===== src/rtl/rbv_pkg.sv =====
package rbv_pkg;
    typedef enum logic [1:0] {
        ST_IDLE = 2'd0,
        ST_RUN  = 2'd1,
        ST_DONE = 2'd2
    } rbv_state_e;
endpackage


===== src/rtl/rbv_compare.sv =====
// Per-bit masked comparison of one byte triple.
module rbv_compare #(
    parameter int DATA_W = 8
) (
    input  logic [DATA_W-1:0] rb_byte,
    input  logic [DATA_W-1:0] exp_byte,
    input  logic [DATA_W-1:0] msk_byte,
    output logic [DATA_W-1:0] bad_bits,
    output logic              mismatch
);
    for (genvar i = 0; i < DATA_W; i++) begin : g_bit
        // A bit fails when the expected bit differs from mask AND readback.
        assign bad_bits[i] = exp_byte[i] ^ (msk_byte[i] & rb_byte[i]);
    end

    assign mismatch = |bad_bits;
endmodule


===== src/rtl/rbv_sat_counter.sv =====
// Error counter that stops at its maximum value.
module rbv_sat_counter #(
    parameter int ERR_W = 4
) (
    input  logic             clk,
    input  logic             rst_n,
    input  logic             clr,
    input  logic             inc,
    output logic [ERR_W-1:0] cnt_o
);
    localparam logic [ERR_W-1:0] CNT_MAX = {ERR_W{1'b1}};

    logic [ERR_W-1:0] cnt_q;

    always_ff @(posedge clk or negedge rst_n) begin
        if (!rst_n) begin
            cnt_q <= '0;
        end else if (clr) begin
            cnt_q <= '0;
        end else if (inc && (cnt_q != CNT_MAX)) begin
            cnt_q <= cnt_q + 1'b1;
        end
    end

    assign cnt_o = cnt_q;

    AST_CNT_HOLDS_AT_MAX: assert property (@(posedge clk) disable iff (!rst_n)
        (cnt_q == CNT_MAX && !clr) |=> (cnt_q == CNT_MAX));
    AST_CNT_IDLE_STABLE: assert property (@(posedge clk) disable iff (!rst_n)
        (!clr && !inc) |=> $stable(cnt_q));
endmodule


===== src/rtl/rbv_byte_counter.sv =====
// Counts consumed bytes against the length sampled at load time.
module rbv_byte_counter #(
    parameter int LEN_W = 20
) (
    input  logic             clk,
    input  logic             rst_n,
    input  logic             load,
    input  logic [LEN_W-1:0] len_i,
    input  logic             step,
    output logic             last
);
    logic [LEN_W-1:0] len_q;
    logic [LEN_W-1:0] count_q;

    always_ff @(posedge clk or negedge rst_n) begin
        if (!rst_n) begin
            len_q   <= '0;
            count_q <= '0;
        end else if (load) begin
            len_q   <= len_i;
            count_q <= '0;
        end else if (step) begin
            count_q <= count_q + 1'b1;
        end
    end

    assign last = (count_q == len_q - 1'b1);

    AST_STEP_IN_RANGE: assert property (@(posedge clk) disable iff (!rst_n)
        step |-> (count_q < len_q));
endmodule


===== src/rtl/rbv_engine.sv =====
// Masked readback verify engine: top level with the run controller.
module rbv_engine
    import rbv_pkg::*;
#(
    parameter int DATA_W = 8,
    parameter int LEN_W  = 20,
    parameter int ERR_W  = 4
) (
    input  logic              clk,
    input  logic              rst_n,
    input  logic              start,
    input  logic [LEN_W-1:0]  run_len,
    input  logic              rb_valid,
    input  logic [DATA_W-1:0] rb_data,
    output logic              rb_ready,
    input  logic              exp_valid,
    input  logic [DATA_W-1:0] exp_data,
    output logic              exp_ready,
    input  logic              msk_valid,
    input  logic [DATA_W-1:0] msk_data,
    output logic              msk_ready,
    output logic              scrub_req,
    output logic [ERR_W-1:0]  err_count,
    output logic              busy,
    output logic              done
);
    rbv_state_e        state_q, state_d;
    logic              all_valid;
    logic              accept;
    logic              start_evt;
    logic              len_zero;
    logic              last_byte;
    logic              mismatch;
    logic [DATA_W-1:0] bad_bits;
    logic              scrub_q;

    assign all_valid = rb_valid & exp_valid & msk_valid;
    assign len_zero  = (run_len == '0);

    // State register
    always_ff @(posedge clk or negedge rst_n) begin
        if (!rst_n) begin
            state_q <= ST_IDLE;
        end else begin
            state_q <= state_d;
        end
    end

    // Next-state logic
    always_comb begin
        state_d = state_q;
        unique case (state_q)
            ST_IDLE: begin
                if (start) state_d = len_zero ? ST_DONE : ST_RUN;
            end
            ST_RUN: begin
                if (accept && last_byte) state_d = ST_DONE;
            end
            ST_DONE: begin
                if (start) state_d = len_zero ? ST_DONE : ST_RUN;
            end
            default: state_d = ST_IDLE;
        endcase
    end

    // Outputs decoded from the state
    always_comb begin
        accept    = 1'b0;
        start_evt = 1'b0;
        busy      = 1'b0;
        done      = 1'b0;
        unique case (state_q)
            ST_IDLE: start_evt = start;
            ST_RUN: begin
                busy   = 1'b1;
                accept = all_valid;
            end
            ST_DONE: begin
                done      = 1'b1;
                start_evt = start;
            end
            default: ;
        endcase
    end

    assign rb_ready  = accept;
    assign exp_ready = accept;
    assign msk_ready = accept;

    rbv_compare #(.DATA_W(DATA_W)) u_cmp (
        .rb_byte  (rb_data),
        .exp_byte (exp_data),
        .msk_byte (msk_data),
        .bad_bits (bad_bits),
        .mismatch (mismatch)
    );

    rbv_byte_counter #(.LEN_W(LEN_W)) u_bytes (
        .clk   (clk),
        .rst_n (rst_n),
        .load  (start_evt),
        .len_i (run_len),
        .step  (accept),
        .last  (last_byte)
    );

    rbv_sat_counter #(.ERR_W(ERR_W)) u_errs (
        .clk   (clk),
        .rst_n (rst_n),
        .clr   (start_evt),
        .inc   (accept & mismatch),
        .cnt_o (err_count)
    );

    always_ff @(posedge clk or negedge rst_n) begin
        if (!rst_n) begin
            scrub_q <= 1'b0;
        end else begin
            scrub_q <= accept & mismatch;
        end
    end

    assign scrub_req = scrub_q;

    AST_READY_NEEDS_ALL: assert property (@(posedge clk) disable iff (!rst_n)
        rb_ready |-> (rb_valid && exp_valid && msk_valid && busy));
    AST_SCRUB_CAUSE: assert property (@(posedge clk) disable iff (!rst_n)
        scrub_req |-> $past(rb_ready && mismatch));
    AST_DONE_NO_TAKE: assert property (@(posedge clk) disable iff (!rst_n)
        done |-> !(rb_ready || exp_ready || msk_ready));
    AST_START_IGNORED_IN_RUN: assert property (@(posedge clk) disable iff (!rst_n)
        (busy && start && !rb_ready) |=> $stable(err_count));
endmodule


===== config.mk =====
export PLATFORM = sky130hd
export DESIGN_NAME = rbv_engine
export DESIGN_NICKNAME = d
export VERILOG_FILES = /design/src/rtl/rbv_pkg.sv /design/src/rtl/rbv_compare.sv /design/src/rtl/rbv_sat_counter.sv /design/src/rtl/rbv_byte_counter.sv /design/src/rtl/rbv_engine.sv
export SDC_FILE = /design/constraint.sdc
export NUM_CORES = 1
export LEC_CHECK = 0
export BUFFER_PORTS_ARGS = -buffer_cell sky130_fd_sc_hd__buf_2
export CORE_MARGIN = 3
export CORE_UTILIZATION = 55
export DETAILED_ROUTE_END_ITERATION = 8
export PLACE_DENSITY = 0.84
export REMOVE_ABC_BUFFERS = 1
export SLEW_MARGIN = 5
export SYNTH_ARGS = -nofsm -noshare
export SYNTH_HDL_FRONTEND = slang
export SYNTH_SLANG_ARGS = --single-unit

===== constraint.sdc =====
create_clock -name clk -period 6.4 [get_ports clk]
set_clock_uncertainty 0.15 [all_clocks]
set_input_delay 0.64 -clock clk [delete_from_list [all_inputs] [get_ports clk]]
set_output_delay 0.64 -clock clk [all_outputs]
set_load 0.03 [all_outputs]

* Word level (Yosys, flattened, before mapping) *
Index checks and enable logic that the tools add are counted.

operators by class
  add/sub/neg operators = 3
  eq/ne operators = 6
  multiplexer cells = 12
  bitwise logic cells = 19
  reductions and logical operators = 9

operator list
  operator                 count
  $mux W20                 2
  $add A20 B1 Y20 const B  1
  $eq A20 B20 Y1           1
  $logic_not A20 Y1        1
  $sub A20 B1 Y20 const B  1
  $and A1 B1 Y1            11
  $mux W4                  2
  $reduce_or A8 Y1         1
  $xor A1 B1 Y1            8
  $mux W2                  3
  $add A4 B1 Y4 const B    1
  $mux W1                  4
  $ne A4 B4 Y1 const B     1
  $pmux W2 S2              1
  $reduce_bool A2 Y1       2
  $eq A2 B1 Y1 const B     1
  $eq A2 B2 Y1 const B     1
  $logic_and A1 B1 Y1      2
  $logic_not A2 Y1         1
  $ne A2 B1 Y1 const B     1
  $ne A2 B2 Y1 const B     1
  $reduce_and A2 Y1        1
  $reduce_or A2 Y1         1

storage, ports and cells
  register bits = 47
  output and inout port bits = 10

* Logic depth before layout (Yosys ltp) *
Gate-level depths: netlist (run 1).

  depth in word-level cells = 7
  depth in mapped cells = 10

* Hierarchy *
From an unflattened synthesis (run 1), not the netlist that was laid out.

unflattened totals
  cells, all modules = 326
  area total of the unflattened synthesis = 3169.3 µm²

modules (own cells, without submodules)
  module            instances  cells an instance  area an instance (µm²)  seq. area each (µm²)
  rbv_byte_counter  1          253                2479.9                  1001.0
  rbv_compare       1          29                 230.2                   0.0
  rbv_engine        1          24                 230.2                   75.1
  rbv_sat_counter   1          20                 229.0                   100.1

* Worst setup path before layout (run 1) *
OpenSTA, ideal clock, no wires.

  kind = in2reg
  start = in msk_valid
  end = reg state_q[0]
  setup time = 0.118 ns
  data arrival time = 2.226 ns
  data required time = 6.132 ns
  slack = 3.906 ns
  cell stages on the path = 8
  path through = nand3_1 -> or2_2 -> inv_1 -> nand4_1 -> nor4_1 -> and4b_1 -> o2111ai_2 -> a21o_1

on the way
  word-level cells in the longest chain between the ends = 5

ends and longest elaborated chain
  item                         line              source
  from (decl)                  rbv_engine.sv:19  input logic msk_valid,
  $and A1 B1 Y1                rbv_engine.sv:37  assign all_valid = rb_valid & exp_valid & msk_valid;
  $mux W1                      rbv_engine.sv:72  unique case (state_q)
  net exp_ready                rbv_engine.sv:18  output logic exp_ready,
  $logic_and A1 B1 Y1          rbv_engine.sv:57  if (accept && last_byte) state_d = ST_DONE;
  $ne A2 B2 Y1 (no line)       n/a
  $reduce_and A2 Y1 (no line)  n/a
  to (signal assigned)         rbv_engine.sv:45  state_q <= state_d;
  to (decl)                    rbv_engine.sv:27  rbv_state_e state_q, state_d;

The timed path passes the listed nets, and every way through them passes these cells.
A chain may end at the register's enable or synchronous reset.

* Worst setup path after layout (run 1) *
  start = reg u_bytes.len_q[0]
  end = reg state_q[0]

on the way
  word-level cells in the longest chain between the ends = 5

ends and longest elaborated chain
  item                         line                    source
  from (decl)                  rbv_byte_counter.sv:12  logic [LEN_W-1:0] len_q;
  from (signal assigned)       rbv_byte_counter.sv:20  len_q <= len_i;
  $sub A20 B1 Y20              rbv_byte_counter.sv:27  assign last = (count_q == len_q - 1'b1);
  $eq A20 B20 Y1               rbv_byte_counter.sv:27
  $logic_and A1 B1 Y1          rbv_engine.sv:57
  $ne A2 B2 Y1 (no line)       n/a
  $reduce_and A2 Y1 (no line)  n/a

Every way passes these cells.

==> run summary, run 1 <==
H-tree depth: 2
Most common cell in the synthesized netlist: dfrtp_1
Setup CP Type: reg -> reg
Drt first pass iters: 6
Setup TNS: 0 ns
Final ANT Viol Nets: 0
Final Max Slew Viols: 0
Final non-filler cell total: 439
Fillers: 432
CTS Buffer Depth: 2
Worst Path Required: 6.45 ns
Synth Warn #: 0
Number of synthesized flops with an enable pin: 0
GP Congestion: 0.8115
Detailed Route WL: 6683 um
Placed Cells incl. Taps: 431
Final HPWL DP: 5081 um
Multi-input gate area: 0.001683 mm^2
FF-to-FF End: state_q[0]
Site Rows: 26
Hold Fails Final Rpt: 0
Remaining DRCs: 0
Worst Path Max Fanout: 6
Total CTS buffers: 5
Die X: 79.51 um
CTS Hold Bufs: 0
NetSw: 0.3030 mW
Die area: 0.006321 mm^2
Vias in the first global route: 2,416
Reg clk slew, reported paths: 0.09 ns
Reg area: 0.001176 mm^2
Reg2Reg Depth: 9
Hold Slack: 0.3587 ns
Pwr/cell area: 250.0 mW/mm^2
Crit path arrival time: 2.63 ns
Post-synthesis async set-or-reset flop share: 100.0%
Internal: 0.5433 mW
Fin crit share: 40.31%
Vias per cell: 5.588
Initial antenna violation count: 0
Grt ovf: 0
Register area share after synthesis: 39.58%
Post-synth top area cell: dfrtp_1
Drt initial violations: 116
Final net count: 421
Die H: 79.51 um
TritonCTS clock tree: done
Critical path endpoint category: flip-flop
Vias: 2,453
Setup violations, final: 0
Area delta synth->final: 13.94%
Most used DFF post-synth: dfrtp_1
Rel. slew slack: 31.12%
Hold crit path type: in -> async
Switching Fraction: 35.80%
Drt wl/cell: 15.22 um
Final min period: 2.580 ns
Startpoint types: flip-flop
RSZ-0062 raised after global routing: false
Synth cell types: 48
Reg2Reg Setup Slack: 3.82 ns
Pleak: 1.474 nW
Clk pwr share: 22.7%
Port buffer count: 59
# IOs: 60
Worst slew pin tran: 1.033 ns
Initial Util: 57.45%
Top cells by count, synth: dfrtp_1 (47), nor2_1 (31), xnor2_1 (29), nand2_1 (23)
Largest net degree at the start of global routing: 48
Seq pwr share: 49.2%
Total GRT Usage: 22.67%
Fmax: 387.7 MHz
#FFs+latches synth: 47
Synthesized area: 0.002972 mm^2
Part of the power in combinational logic: 28.0%
Mapped Avg Cell Area: 9.404 um^2
Reg-to-Reg Start: u_bytes.len_q[0]
Area contributors post-synth: dfrtp_1 (40%), xnor2_1 (8.5%), mux2_2 (7.2%)
Post-CTS repair timing setup buffer count: 0
Max cap viols: 0
Clock sinks: 47
Status: completed
Ant diodes: 0
Top-area cell type share of the netlist area: 39.58%
Global-route wire length before repair: 11,320 um
Post-CTS resize count: 0
Peak supply drop: 0.0001712 V
Post-synthesis instance total: 316
Core footprint: 0.005172 mm^2
Root Buffer: clkbuf_8
Layout cells sized above 1: 26.83%
Later-pin clock latency in the skew report: 0.31 ns
cells by family after synthesis:
group	synth area share (%)
buffers and inverters	4.042
and+or+nand+nor	24.17
AOI/OAI and AO/OA	7.916
xor gates and xnor gates	14.15
muxes	8.884
adders and majority gates	1.263
DFF	39.58
state kept, by name, summed over array words and instances (netlist names):
name and cells:
u_bytes.len_q 20, state_q 2, scrub_req 1, u_bytes.count_q 20, u_errs.cnt_o 4
how the worst max path moves through the flow:
stage                          start                   to  slack (ns)
global route        u_bytes.len_q[0]           state_q[0]        3.58
global placement           msk_valid           state_q[0]        3.82
finish              u_bytes.len_q[0]           state_q[0]        3.82
CTS                 u_bytes.len_q[0]           state_q[0]        3.81
floorplan                      start           state_q[0]        3.32
detailed placement         msk_valid  u_bytes.count_q[15]        3.77
cell usage in the layout (no fill, tap or decap), types with 2 or more instances in the layout:
| cell | n |
|---|---|
| nand4_1 | 7 |
| dfrtp_1 | 47 |
| xor2_1 | 19 |
| mux2i_1 | 5 |
| nor2b_1 | 2 |
| nor3_1 | 10 |
| nand2_1 | 23 |
| and3_1 | 2 |
| nor2_1 | 30 |
| buf_2 | 59 |
| nand3_1 | 15 |
| inv_1 | 10 |
| xnor2_1 | 29 |
| nor2_4 | 2 |
| o21ai_0 | 15 |
| a21oi_1 | 13 |
| nand3b_1 | 2 |
| mux2_2 | 19 |
| nand4b_1 | 2 |
| nor4b_1 | 2 |
| or3_1 | 7 |
| ha_1 | 3 |
| nor4_1 | 10 |
| nor4_2 | 3 |
| nand2b_1 | 5 |
| clkbuf_8 | 6 |
area by class of cell:
cell class              instances  area share, %
inverters                      10          1.109
clock inverters                 2         0.4804
flip-flops and latches         47          34.74
multi-input cells             244          49.70
well taps                      70          2.587
repair buffers                 60          8.943
clock buffers                   6          2.439
power groups by stage:
stage	combinational, mW	clock [mW]	sequential [mW]
after floorplan	0.150	0	0.429
after global placement	0.230	0	0.418
after detailed placement	0.238	0	0.421
after CTS	0.239	0.196	0.416
after global routing	0.266	0.210	0.426
final	0.237	0.193	0.417
worst max-delay path: stages, from the launching register on:
cell and delay, ns:
dfrtp_1 0.45, inv_1 0.10, ha_1 0.22, or4b_4 0.56
nor2_4 0.11, xnor2_1 0.07, nor4_1 0.23, and4b_1 0.25
o2111ai_2 0.12, a21o_1 0.20
per-stage QoR:
| step | area (um^2) | total power, mW | util (%) | setup WS [ns] |
|---|---|---|---|---|
| 2_1_floorplan | 2889 | 0.5793 | - | 3.320 |
| 3_3_place_gp | 3287 | 0.6477 | 63.55 | 3.824 |
| 3_5_place_dp | 3287 | 0.6585 | 63.55 | 3.771 |
| 4_1_cts | 3386 | 0.8506 | 65.46 | 3.810 |
| 5_1_grt | 3386 | 0.9023 | 65.46 | 3.584 |
| 6_report | 3386 | 0.8463 | 65.46 | 3.820 |
metal layers:
layer,global-route usage (%),part of all wire [%],routed length [um]
met3,3.950,3.9,259
met1,29.04,45,2976
met2,37.73,49,3306
met4,9.450,2.1,141
met5,0,0,0
Power figures use the tool's default switching activity.
==> run 2: changes to the inputs <==
Settings changed: CORE_UTILIZATION 55 to 50, PLACE_DENSITY 0.84 to 0.81.
Clock period 6.4 ns to 2.3 ns, I/O delays scaled along.
==> run 2 against run 1 <==
The flow now finishes with violations (negative setup slack). Maximum frequency grew 8.0%. Power grew to 3.0 times the previous value. Combinational power grew to 3.8 times the previous value. Sequential share of layout area shrank 3.9 points. Global-route usage shrank 0.29 points. Critical endpoint unchanged. Largest power group unchanged. Highest routed layer unchanged.
==> run summary, run 2 (synthesis gave the netlist of run 1 again) <==
Startpoint types: flip-flop
Vias in the first global route: 2,745 (+14%)
Grt ovf: 0 (unchanged)
Later-pin clock latency in the skew report: 0.31 ns (about the same)
Commonest cells after routing, fill and taps aside: buf_2 (59), dfrtp_1 (45), buf_4 (43)
Die X: 83.09 um (+4.5%)
Global-route wire length before repair: 12,750 um (+13%)
Total GRT Usage: 22.39% (-0.29 points)
Worst slew pin tran: 0.6094 ns (-0.4238 ns)
Remaining DRCs: 0 (unchanged)
Drt initial violations: 143 (+23%)
Fmax: 418.5 MHz (+8.0%)
Vias per cell: 5.661 (+1.3%)
Crit path arrival time: 2.44 ns (-0.19 ns)
Initial antenna violation count: 0 (unchanged)
Placed Cells incl. Taps: 470 (+9.0%)
Setup TNS: -0.1168 ns (-0.1168 ns)
Critical path endpoint category: flip-flop
Max cap viols: 0 (unchanged)
TritonCTS clock tree: done
Site Rows: 27 (+3.8%)
Initial Util: 52.67% (-4.8 points)
Worst Path Max Fanout: 4 (-2)
Largest net degree at the start of global routing: 48 (unchanged)
Port buffer count: 59 (unchanged)
Setup violations, final: 2 (+2)
Root Buffer: clkbuf_8
GP Congestion: 0.9199 (+13%)
Detailed Route WL: 7732 um (+16%)
Core footprint: 0.005642 mm^2 (+9.1%)
Peak supply drop: 0.0005435 V (+220%)
Cell area after layout: 0.003824 mm^2 (+13%)
Pwr/cell area: 667.8 mW/mm^2 (+170%)
H-tree depth: 2 (unchanged)
Area delta synth->final: 28.67%
Final HPWL DP: 5656 um (+11%)
Final Max Slew Viols: 0 (unchanged)
Hold crit path type: in -> reg
Failing checks: negative setup slack
Layout cells sized above 1: 38.59% (+12 points)
Final min period: 2.389 ns (-0.1903 ns)
Clock sinks: 47 (unchanged)
Die area: 0.006904 mm^2 (+9.2%)
Worst Path Required: 2.35 ns (-4.10 ns)
Status: finished, violations left
Setup CP Type: reg -> reg
Final ANT Viol Nets: 0 (unchanged)
Hold Fails Final Rpt: 0 (unchanged)
Final net count: 464 (+10%)
Pleak: 1.725 nW (+17%)
Final non-filler cell total: 484 (+10%)
Drt wl/cell: 15.98 um (+4.9%)
Fillers: 430 (-0.46%)
Vias: 2,740 (+12%)
Most common cell after layout, fill and taps aside: buf_2
# IOs: 60 (unchanged)
Total Power: 2.553 mW (+200%)
Die H: 83.09 um (+4.5%)
Area post-placement: 0.003567 mm^2 (+8.5%)
Drt first pass iters: 5 (-1)
Rel. slew slack: 59.37% (+28 points)
Total CTS buffers: 5 (unchanged)
Final setup margin: -0.08930 ns (-3.910 ns)
Reg clk slew, reported paths: 0.09 ns (about the same)
CTS Buffer Depth: 2 (unchanged)
Ant diodes: 0 (unchanged)
RSZ-0062 raised after global routing: true
Fin crit share: 103.9% (+64 points)
-- run 2: changes by cell type in the layout (fill, tap and decap cells not counted), sizes merged --
cell / change
dlygate4sd3: +1
clkbuf: +2
clkinv: -1
buf: +42
clkinvlp: -1
-- run 2: path summary, 6_finish.rpt --
check,startpoint,end,slack [ns],cells after the start
min in group asynchronous,rst_n,u_bytes.len_q[18],0.40,3
setup / recovery,u_bytes.len_q[1],state_q[0],-0.09,7
hold reg to reg,u_bytes.len_q[18],u_bytes.len_q[18],0.43,1
max in group asynchronous,rst_n,u_bytes.len_q[0],1.16,3
setup reg to reg,u_bytes.len_q[1],state_q[0],-0.09,7
hold / removal,run_len[0],u_bytes.len_q[0],0.01,3
-- run 2: worst max-delay path, stage by stage, from the launching register on --
cell and delay (ns):
dfrtp_1 0.43, or4_1 0.59, nor4b_2 0.27, a21oi_1 0.08
mux2_2 0.28, o21ai_2 0.12, o2111ai_2 0.16, a21o_1 0.18
-- run 2: power breakdown --
group,switching [mW],internal (mW)
sequential,0.148,0.956
combinational,0.470,0.430
clock,0.275,0.275
-- run 2: layer usage --
layer	global-route usage (%)	vias to the layer above	share of wire, %
li1	-	1300	-
met5	0	-	0
met1	30.18	1357	43
met2	36.73	70	51
met3	3.671	13	4.9
met4	7.281	0	1.7
-- run 2: area by class of cell --
cell class	instances	area (um^2)	area share, %
Multi-Input combinational cell	244	1789	46.79
Sequential cell	47	1179	30.82
Tap cell	72	90.09	2.356
Clock buffer	8	100.1	2.618
Inverter	10	37.54	0.9817
Timing Repair Buffer	103	628.1	16.43
-- run 2: what timing repair did --
item,in CTS,in global routing
endpoints found under the setup margin,7,8
gates resized for setup,5,20
pin swaps,9,7
hold buffers,1,0
hold endpoints to repair,47,0
buffers inserted,3,2
-- run 2: metrics by stage --
| stage | worst slack, ns | utilization [%] | hold slack, ns |
|---|---|---|---|
| after floorplan | -0.4949 | - | -0.2156 |
| final | -0.08930 | 67.78 | 0.01193 |
| after global routing | -0.2004 | 67.78 | 0.01782 |
| after detailed placement | -0.1243 | 63.23 | 0.2113 |
| after global placement | -0.05540 | 63.23 | 0.2020 |
| after CTS | -0.06834 | 65.89 | 0.01378 |
==> run 3: changes to the inputs <==
Settings changed: CAP_MARGIN set to 10, CORE_UTILIZATION 50 to 55, PLACE_DENSITY 0.81 to 0.84.
Clock period 2.3 ns to 2.26 ns, I/O delays scaled along.
==> run 3 against run 2 <==
The run still ends with negative setup slack left. Global-route usage rose by 4.7 points. Sequential share of layout area fell by 0.42 points. Combinational power rose by 10%. Register-to-register slack got worse by 0.099 ns. Highest routed layer unchanged. Setup slack got worse by 0.099 ns. Power rose by 6.6%. Sequential power barely moved.
==> run summary, run 3 (synthesis gave the netlist of run 1 again) <==
Pleak: 1.752 nW (+1.6%)
Switching Fraction: 34.92% (-0.052 points)
Final HPWL DP: 5892 um (+4.2%)
Core footprint: 0.005172 mm^2 (-8.3%)
Fmax: 408.5 MHz (-2.4%)
Peak supply drop: 0.0005732 V (+5.5%)
NetSw: 0.9507 mW (+6.5%)
Vias per cell: 5.685 (+0.42%)
Multi-input gate area: 0.001760 mm^2 (-1.6%)
Fillers: 332 (-23%)
Final setup margin: -0.1882 ns (-0.09886 ns)
Vias in the first global route: 2,828 (+3.0%)
Grt ovf: 0 (unchanged)
Final min period: 2.448 ns (+0.05886 ns)
Reg area: 0.001176 mm^2 (-0.21%)
Later-pin clock latency in the skew report: 0.30 ns (about the same)
Final Max Slew Viols: 0 (unchanged)
Vias: 2,780 (+1.5%)
Commonest cells after routing, fill and taps aside: buf_2 (59), buf_4 (49), dfrtp_1 (47)
Layout cells sized above 1: 38.42% (-0.17 points)
Failing checks: negative setup slack
Die X: 79.51 um (-4.3%)
Area delta synth->final: 30.19%
Drt first pass iters: 4 (-1)
Initial antenna violation count: 0 (unchanged)
Cell area after layout: 0.003869 mm^2 (+1.2%)
Hold crit path type: in -> reg
Drt initial violations: 281 (+97%)
Total CTS buffers: 5 (unchanged)
Clk pwr share: 22.4% (+0.9 points)
Worst Path Max Fanout: 5 (+1)
Reg clk slew, reported paths: 0.08 ns (about the same)
Site Rows: 26 (-3.7%)
Status: finished, violations left
Initial Util: 57.45% (+4.8 points)
Internal: 1.772 mW (+6.7%)
Largest net degree at the start of global routing: 30 (-38%)
Crit path arrival time: 2.50 ns (+0.06 ns)
Seq pwr share: 41.1% (-2.1 points)
Drt wl/cell: 17.09 um (+7.0%)
Total GRT Usage: 27.10% (+4.7 points)
Critical path endpoint category: flip-flop
Clock sinks: 47 (unchanged)
Root Buffer: clkbuf_8
# IOs: 60 (unchanged)
Final net count: 472 (+1.7%)
Hold Fails Final Rpt: 0 (unchanged)
RSZ-0062 raised after global routing: true
Placed Cells incl. Taps: 471 (+0.21%)
Global-route wire length before repair: 13,240 um (+3.8%)
Final ANT Viol Nets: 0 (unchanged)
Ant diodes: 0 (unchanged)
Pwr/cell area: 703.8 mW/mm^2 (+5.4%)
Worst Path Required: 2.31 ns (-0.04 ns)
Die area: 0.006321 mm^2 (-8.4%)
H-tree depth: 2 (unchanged)
GP Congestion: 0.9385 (+2.0%)
Part of the power in combinational logic: 36.4% (+1.1 points)
Setup CP Type: reg -> reg
Die H: 79.51 um (-4.3%)
Final non-filler cell total: 489 (+1.0%)
Rel. slew slack: 55.66% (-3.7 points)
Most common cell after layout, fill and taps aside: buf_2
Port buffer count: 59 (unchanged)
Worst slew pin tran: 0.6651 ns (+0.05568 ns)
Setup violations, final: 2 (unchanged)
TritonCTS clock tree: done
CTS Buffer Depth: 2 (unchanged)
Startpoint types: flip-flop
Remaining DRCs: 0 (unchanged)
Fin crit share: 108.3% (+4.4 points)
Area post-placement: 0.003600 mm^2 (+0.91%)
Max cap viols: 0 (unchanged)
Detailed Route WL: 8359 um (+8.1%)
[run 3: changes by cell type in the layout (fill, tap and decap cells not counted), moves of 2 or more]
cell	previous run	this run
nor3_2	2	4
buf_4	43	49
dfrtp_1	45	47
dfrtp_2	2	0
clkbuf_8	7	5
[run 3: what timing repair did]
action                                  4_1_cts  5_1_grt
pin swaps                                     5       15
setup buffers                                 8        2
resized for setup                             8       11
endpoints found under the setup margin        4        9
hold buffers                                  1        0
endpoints found under the hold margin        27        0
[run 3: cell type report]
class / count / area share [%]
multi-input cells: 244 / 45.50
inverters: 10 / 0.9702
flip-flops and latches: 47 / 30.40
repair buffers: 111 / 18.21
well taps: 70 / 2.264
clock buffers: 6 / 1.876
clock inverters: 1 / 0.7762
[run 3: final timing paths]
path / from / to / slack, ns / cells past startpoint
worst max register to register: u_bytes.len_q[1] / state_q[0] / -0.19 / 9
min in group asynchronous: rst_n / u_bytes.len_q[8] / 0.33 / 2
max in group asynchronous: rst_n / state_q[0] / 1.02 / 3
worst min register to register: u_errs.cnt_o[3] / u_errs.cnt_o[3] / 0.43 / 2
worst max-delay path: u_bytes.len_q[1] / state_q[0] / -0.19 / 9
worst min-delay path: run_len[16] / u_bytes.len_q[16] / 0.01 / 2
[run 3: power by group through the flow]
| stage | logic, mW | registers, mW | clock network (mW) |
|---|---|---|---|
| after floorplan | 0.426 | 1.21 | 0 |
| after global placement | 0.865 | 1.12 | 0 |
| after detailed placement | 0.904 | 1.12 | 0 |
| after CTS | 0.965 | 1.11 | 0.614 |
| after global routing | 1.07 | 1.14 | 0.647 |
| final | 0.992 | 1.12 | 0.610 |
[run 3: routing by layer]
layer  track usage, %  vias up  wire, um
li1                 -     1312         -
met1            33.48     1346      3399
met2            46.24       98      4278
met3            5.418       24       451
met4            10.82        0       231
met5                0        -         0
[run 3: critical path: stages (launching register included)]
cell,delay (ns)
dfrtp_1,0.42
inv_2,0.10
ha_4,0.14
or4b_4,0.52
nor2_4,0.14
xnor2_2,0.08
nor4_1,0.26
and4b_1,0.24
o2111ai_2,0.11
a21o_1,0.19
[run 3: through the flow]
step | setup slack [ns] | utilization (%) | power [mW] | TNS (ns) | hold WS (ns)
6_report | -0.1882 | 74.79 | 2.723 | -0.2985 | 0.01410
5_1_grt | -0.2655 | 74.79 | 2.856 | -0.4564 | 0.003349
4_1_cts | -0.1680 | 73.63 | 2.687 | -0.2819 | 0.01228
3_5_place_dp | -0.1749 | 69.59 | 2.025 | -0.3141 | 0.1456
3_3_place_gp | -0.07065 | 69.59 | 1.982 | -0.07065 | 0.1358
2_1_floorplan | -0.5349 | - | 1.641 | -15.25 | -0.2196
